<file path="config.mk">
export PLATFORM = sky130hd
export DESIGN_NAME = tile_qsel
export DESIGN_NICKNAME = d
export VERILOG_FILES = /design/src/rtl/tqs_pkg.sv /design/src/rtl/tqs_tile_index.sv /design/src/rtl/tqs_bitmap_ram.sv /design/src/rtl/tqs_bank_ctrl.sv /design/src/rtl/tqs_decide.sv /design/src/rtl/tile_qsel.sv
export SDC_FILE = /design/constraint.sdc
export NUM_CORES = 1
export LEC_CHECK = 0
export ABC_AREA = 1
export BUFFER_PORTS_ARGS = -buffer_cell sky130_fd_sc_hd__buf_4
export CAP_MARGIN = 0
export CELL_PAD_IN_SITES_DETAIL_PLACEMENT = 1
export CELL_PAD_IN_SITES_GLOBAL_PLACEMENT = 2
export CORE_ASPECT_RATIO = 1.4
export CORE_UTILIZATION = 30
export DETAILED_ROUTE_END_ITERATION = 12
export PLACE_DENSITY = 0.66
export SLEW_MARGIN = 20
export SYNTH_ARGS = -nofsm -noshare
export SYNTH_HDL_FRONTEND = slang
export SYNTH_SLANG_ARGS = --single-unit
export TNS_END_PERCENT = 5
</file>
<file path="constraint.sdc">
create_clock -name clk -period 1.5 [get_ports clk]
set_clock_uncertainty 0.05 [all_clocks]
set_input_delay 0.15 -clock clk [delete_from_list [all_inputs] [get_ports clk]]
set_output_delay 0.15 -clock clk [all_outputs]
set_load 0.01 [all_outputs]
</file>
<file path="src/rtl/tqs_pkg.sv">
package tqs_pkg;
  // Tile entry layout: bit 1 quantizer set, bit 0 coded flag.
  typedef struct packed {
    logic qset;
    logic coded;
  } tile_ent_t;

  localparam int TILE_LOG = 5;
endpackage

</file>
<file path="src/rtl/tqs_tile_index.sv">
module tqs_tile_index #(
  parameter int FRAME_W = 512,
  parameter int FRAME_H = 256,
  parameter int COORD_W = 12,
  parameter int IDX_W   = 7
) (
  input  logic [COORD_W-1:0] px_x,
  input  logic [COORD_W-1:0] px_y,
  output logic [IDX_W-1:0]   tile_idx,
  output logic               outside
);
  localparam int TILES_X = FRAME_W >> tqs_pkg::TILE_LOG;
  localparam logic [COORD_W-1:0] FW  = COORD_W'(FRAME_W);
  localparam logic [COORD_W-1:0] FH  = COORD_W'(FRAME_H);
  localparam logic [IDX_W-1:0]   TXN = IDX_W'(TILES_X);

  logic [COORD_W-1:0] tx, ty;

  always_comb begin
    tx       = px_x >> tqs_pkg::TILE_LOG;
    ty       = px_y >> tqs_pkg::TILE_LOG;
    tile_idx = IDX_W'(ty) * TXN + IDX_W'(tx);
    outside  = (px_x >= FW) || (px_y >= FH);
  end
endmodule

</file>
<file path="src/rtl/tqs_bitmap_ram.sv">
module tqs_bitmap_ram #(
  parameter int AW = 8,
  parameter int DW = 2
) (
  input  logic          clk,
  input  logic          we,
  input  logic [AW-1:0] waddr,
  input  logic [DW-1:0] wdata,
  input  logic          re,
  input  logic [AW-1:0] raddr,
  output logic [DW-1:0] rdata
);
  localparam int DEPTH = 1 << AW;

  logic [DW-1:0] mem [DEPTH];

  // Simple dual-port with a registered read: maps to one block RAM.
  always_ff @(posedge clk) begin
    if (we) mem[waddr] <= wdata;
    if (re) rdata <= mem[raddr];
  end
endmodule

</file>
<file path="src/rtl/tqs_bank_ctrl.sv">
module tqs_bank_ctrl (
  input  logic clk,
  input  logic rst,
  input  logic frame_start,
  input  logic mode_we,
  input  logic mode_wdata,
  output logic rd_bank,
  output logic wr_bank,
  output logic mode_eff
);
  logic live_bank;
  logic mode_live;
  logic mode_pend;

  always_ff @(posedge clk) begin
    if (rst) begin
      live_bank <= 1'b0;
      mode_live <= 1'b0;
      mode_pend <= 1'b0;
    end else begin
      if (frame_start) begin
        live_bank <= ~live_bank;
        mode_live <= mode_pend;
      end
      if (mode_we) mode_pend <= mode_wdata;
    end
  end

  // A pulse makes the pending copy readable in its own cycle; a write in
  // that cycle already targets the copy that becomes pending.
  always_comb begin
    rd_bank  = live_bank ^ frame_start;
    wr_bank  = ~rd_bank;
    mode_eff = frame_start ? mode_pend : mode_live;
  end
endmodule

</file>
<file path="src/rtl/tqs_decide.sv">
module tqs_decide
  import tqs_pkg::*;
(
  input  logic      clk,
  input  logic      rst,
  input  logic      req_valid,
  input  logic      req_intra,
  input  logic      req_outside,
  input  logic      req_selected,
  input  tile_ent_t ent,
  output logic      dec_valid,
  output logic      dec_coded,
  output logic      dec_qset,
  output logic      dec_oob
);
  logic valid_q, intra_q, oob_q, sel_q;

  always_ff @(posedge clk) begin
    if (rst) begin
      valid_q <= 1'b0;
      intra_q <= 1'b0;
      oob_q   <= 1'b0;
      sel_q   <= 1'b0;
    end else begin
      valid_q <= req_valid;
      if (req_valid) begin
        intra_q <= req_intra;
        oob_q   <= req_outside;
        sel_q   <= req_selected;
      end
    end
  end

  always_comb begin
    dec_valid = valid_q;
    dec_oob   = oob_q;
    dec_coded = !oob_q && (intra_q || !sel_q || ent.coded);
    dec_qset  = !oob_q && ent.qset;
  end
endmodule

</file>
<file path="src/rtl/tile_qsel.sv">
module tile_qsel
  import tqs_pkg::*;
#(
  parameter int FRAME_W = 512,
  parameter int FRAME_H = 256,
  parameter int COORD_W = 12
) (
  input  logic clk,
  input  logic rst,
  input  logic frame_start,
  input  logic wr_en,
  input  logic [$clog2((FRAME_W/32)*(FRAME_H/32)):0] wr_addr,
  input  logic [1:0] wr_data,
  input  logic lk_valid,
  input  logic [COORD_W-1:0] lk_x,
  input  logic [COORD_W-1:0] lk_y,
  input  logic lk_intra,
  output logic dec_valid,
  output logic dec_coded,
  output logic dec_qset,
  output logic dec_oob
);
  localparam int NTILES = (FRAME_W >> TILE_LOG) * (FRAME_H >> TILE_LOG);
  localparam int IDX_W  = $clog2(NTILES);
  localparam int REG_AW = IDX_W + 1;
  localparam logic [IDX_W:0] NT = NTILES[IDX_W:0];

  logic [IDX_W-1:0] rd_idx;
  logic             rd_outside;
  logic             rd_bank, wr_bank, mode_eff;
  logic             tile_we, mode_we;
  tile_ent_t        ent;

  always_comb begin
    mode_we = wr_en && wr_addr[REG_AW-1];
    tile_we = wr_en && !wr_addr[REG_AW-1] && ({1'b0, wr_addr[IDX_W-1:0]} < NT);
  end

  tqs_tile_index #(
    .FRAME_W(FRAME_W), .FRAME_H(FRAME_H), .COORD_W(COORD_W), .IDX_W(IDX_W)
  ) u_index (
    .px_x(lk_x), .px_y(lk_y), .tile_idx(rd_idx), .outside(rd_outside)
  );

  tqs_bank_ctrl u_bank (
    .clk(clk), .rst(rst), .frame_start(frame_start),
    .mode_we(mode_we), .mode_wdata(wr_data[0]),
    .rd_bank(rd_bank), .wr_bank(wr_bank), .mode_eff(mode_eff)
  );

  tqs_bitmap_ram #(.AW(IDX_W + 1), .DW(2)) u_ram (
    .clk(clk),
    .we(tile_we), .waddr({wr_bank, wr_addr[IDX_W-1:0]}), .wdata(wr_data),
    .re(lk_valid), .raddr({rd_bank, rd_idx}), .rdata(ent)
  );

  tqs_decide u_decide (
    .clk(clk), .rst(rst),
    .req_valid(lk_valid), .req_intra(lk_intra), .req_outside(rd_outside),
    .req_selected(mode_eff), .ent(ent),
    .dec_valid(dec_valid), .dec_coded(dec_coded),
    .dec_qset(dec_qset), .dec_oob(dec_oob)
  );
endmodule

</file>
==> results by group <==
Power and ir drop
  – Power density cells: 1090 mW/mm2
  – Leakage power: 0.00943 uW
  – Peak supply drop: 744 uV

STA
  – RSZ-0062 raised after global routing: true
  – TNS Setup: -80.38 ns
  – Slew Viols, Final: 0
  – Setup Viol. Count Final: 515
  – Min Tclk post-route: 1.71 ns
  – Rel. slew slack: 67.7%
  – Period utilization: 114%
  – FMAX: 583 MHz
  – Final Hold Fails: 0
  – Tightest Pin Transition: 0.484 ns
  – Post-route setup slack: -0.215 ns

Worst setup path
  – Worst setup SP type: flip-flop
  – Crit-path cells: or2_1, nand2_2, buf_4, nor2_2, buf_6, nand2_4, clkbuf_16, nor2_4
  – Launch point of the worst path: u_bank.live_bank
  – Slowest stage cell, crit path: dfxtp_1
  – R2r startpoint: u_bank.live_bank
  – Worst path arrival time: 1.98 ns
  – Worst path required time: 1.76 ns
  – Crit Path Class: flip-flop to flip-flop
  – CP peak stage delay: 0.32 ns
  – Kind of end point of the critical path: flip-flop
  – Critical path peak fanout: 8

Synth
  – Yosys top cell by area: edfxtp_1
  – Netlist cell types: 26
  – Most frequent cell after synthesis: nand2_1
  – Syn Nets: 2102
  – Predominant post-synthesis flop cell: edfxtp_1
  – Seq/Total Area, Yosys: 69.5%
  – YS warnings: 0
  – Synth area leaders: edfxtp_1 69%, nand3_1 11%, nand2_1 9.7%, nor2_1 4.5%, buf_6 1.3%
  – Synth Cell Area: 0.0224 mm2
  – Synth Area per Inst: 10.9 um2
  – Top-area cell type share of the netlist area: 68.9%
  – Async set or reset register ratio after synthesis: 0%
  – Most instantiated cells after synthesis: 580 x nand2_1, 514 x edfxtp_1, 492 x nand3_1
  – Number of synthesized flops with an enable pin: 514
  – Post-Syn Instances: 2060
  – #FFs+latches synth: 521

Global route
  – Total gr overflow: 0
  – Vias in the first global route: 17000
  – First-pass GRT wire length: 106 mm
  – Initial antenna violation count: 1
  – Largest net degree at the start of global routing: 65
  – Total track usage: 19.0%

Final layout
  – Synth-to-layout area growth: 26.4%
  – Final Non-Filler Cells: 3158
  – # diodes: 0
  – Fill cells: 7859
  – Final net count: 2203
  – Layout cells sized above 1: 25.5%

Floorplan
  – Die Y: 325 um
  – Die W: 233 um
  – Boundary Pins: 44
  – Initial core utilization: 30.3%
  – FP Rows: 118
  – Core Area: 0.0740 mm2
  – Die area: 0.0758 mm2

Placed design
  – # port buffers: 33
  – # placed instances: 3052
  – GPL Wtd Cong: 0.807
  – Post-DP HPWL: 45.0 mm

Run status
  – Status: finished, violations left
  – Failing checks: setup timing

Clock network
  – CTS tree: built
  – H-tree levels: 2
  – CTS Buffer Depth: 3
  – Skew-Pair Late Insertion Delay: 0.61 ns
  – TritonCTS Sinks: 521
  – Inserted Clock Buffers: 51
  – Clock-pin slew on the worst setup and hold paths: 0.06 ns
  – Root Buffer: clkbuf_16

Flow run
  – Max-cap check violation count: 0

Route
  – Post-route ant nets: 0
  – # DRC: 0
  – Vias per inst: 5.01
  – Via count: 15800
  – Avg WL per Cell: 22.6 um
  – Number of DRC markers in iteration 0: 825
  – DR pass1 iterations: 5
  – Final WL: 71.4 mm

Worst hold path
  – Hold/Removal Path Class: primary input to flip-flop
  – Worst hold start: frame_start
==> layout by cell type (no fill, tap or decap), drive strengths merged <==
cell type | Yosys | final
nand2 | 589 | 589
edfxtp | 514 | 514
nand3 | 492 | 492
nor2 | 272 | 272
buf | 110 | 173
clkbuf | 31 | 72
inv | 27 | 28
clkinv | 0 | 19
dlygate4sd3 | 0 | 12
dfxtp | 7 | 7
nor3 | 5 | 5
xor2 | 2 | 2
a21oi | 2 | 2
nor4 | 2 | 2
a211oi | 2 | 2
bufinv | 0 | 2
or2 | 2 | 2
o21ai | 1 | 1
fa | 1 | 1
ha | 1 | 1
==> sequential cells by signal, summed over array words and instances, names as in the netlist <==
name                count
u_bank.mode_live        1
u_ram.mem             512
u_decide.sel_q          1
u_ram.rdata             2
u_bank.mode_pend        1
u_bank.live_bank        1
u_decide.dec_oob        1
u_decide.dec_valid      1
u_decide.intra_q        1
==> metal layers <==
metal  GRT usage [%]  vias to the layer above  part of all wire, %
met5               0                        -                0.024
met3            2.62                      133                  3.3
met1            22.7                     8051                   41
met4            7.03                        2                  4.1
met2            34.2                      276                   52
li1                -                     7344                    -
==> layout make-up <==
| type | count | area [um2] | area share, % |
|---|---|---|---|
| inverters | 27 | 111 | 0.393 |
| repair buffers | 189 | 2390 | 8.45 |
| clock buffers | 68 | 1360 | 4.80 |
| flip-flops and latches | 521 | 15600 | 55.0 |
| clock inverters | 22 | 155 | 0.548 |
| well taps | 960 | 1200 | 4.24 |
| multi-input cells | 1371 | 7520 | 26.6 |
==> what timing repair did <==
item,CTS,global route
endpoints found under the setup margin,516,516
hold endpoints to repair,36,0
resized for setup,208,215
pin swaps,5,5
hold buffers,12,0
gates cloned,0,3
buffers inserted,1,0
==> worst paths after layout <==
| path | to | slack, ns | depth (start not counted) |
|---|---|---|---|
| setup / recovery | u_ram.mem[69][1] | -0.21 | 8 |
| hold / removal | u_bank.live_bank | 0.02 | 5 |
| setup reg to reg | u_ram.mem[69][1] | -0.21 | 8 |
| hold reg to reg | u_bank.mode_pend | 0.42 | 2 |
==> kinds of logic (layout without fill, tap and decap cells) <==
logic type	Yosys count	after routing	synth area share, %
XOR/XNOR	2	2	0.0782
buffers and inverters	168	306	4.34
AO/OA/AOI/OAI	5	5	0.134
AND/OR/NAND/NOR	1362	1362	25.8
flip-flops	521	521	69.5
adder cells (fa/ha/maj)	2	2	0.145
==> metrics by stage <==
step	setup WS [ns]	hold slack (ns)	total power (uW)	utilization (%)	area, um2
CTS	-0.226	-0.0215	31200	36.9	27300
detailed placement	-0.537	0.335	18900	33.9	25000
finish	-0.215	0.0169	31000	38.3	28300
global route	-0.271	0.0225	31900	38.3	28300
floorplan	-0.102	0.169	17600	-	22600
global placement	-0.533	0.331	18900	33.9	25000
==> power breakdown <==
group          switching, uW  internal, uW  leakage, uW
clock                   5490          6680     0.000751
combinational           1850           930      0.00400
sequential              19.9         16000      0.00468
total                   7360         23600      0.00943
==> worst max-delay path, delay by kind of cell, from the launching register on <==
kind / cells / cell delay (ns)
simple gates: 5 / 0.50
flops: 1 / 0.32
buf+inv: 3 / 0.54
No activity file was read; power rests on OpenSTA's default activity.
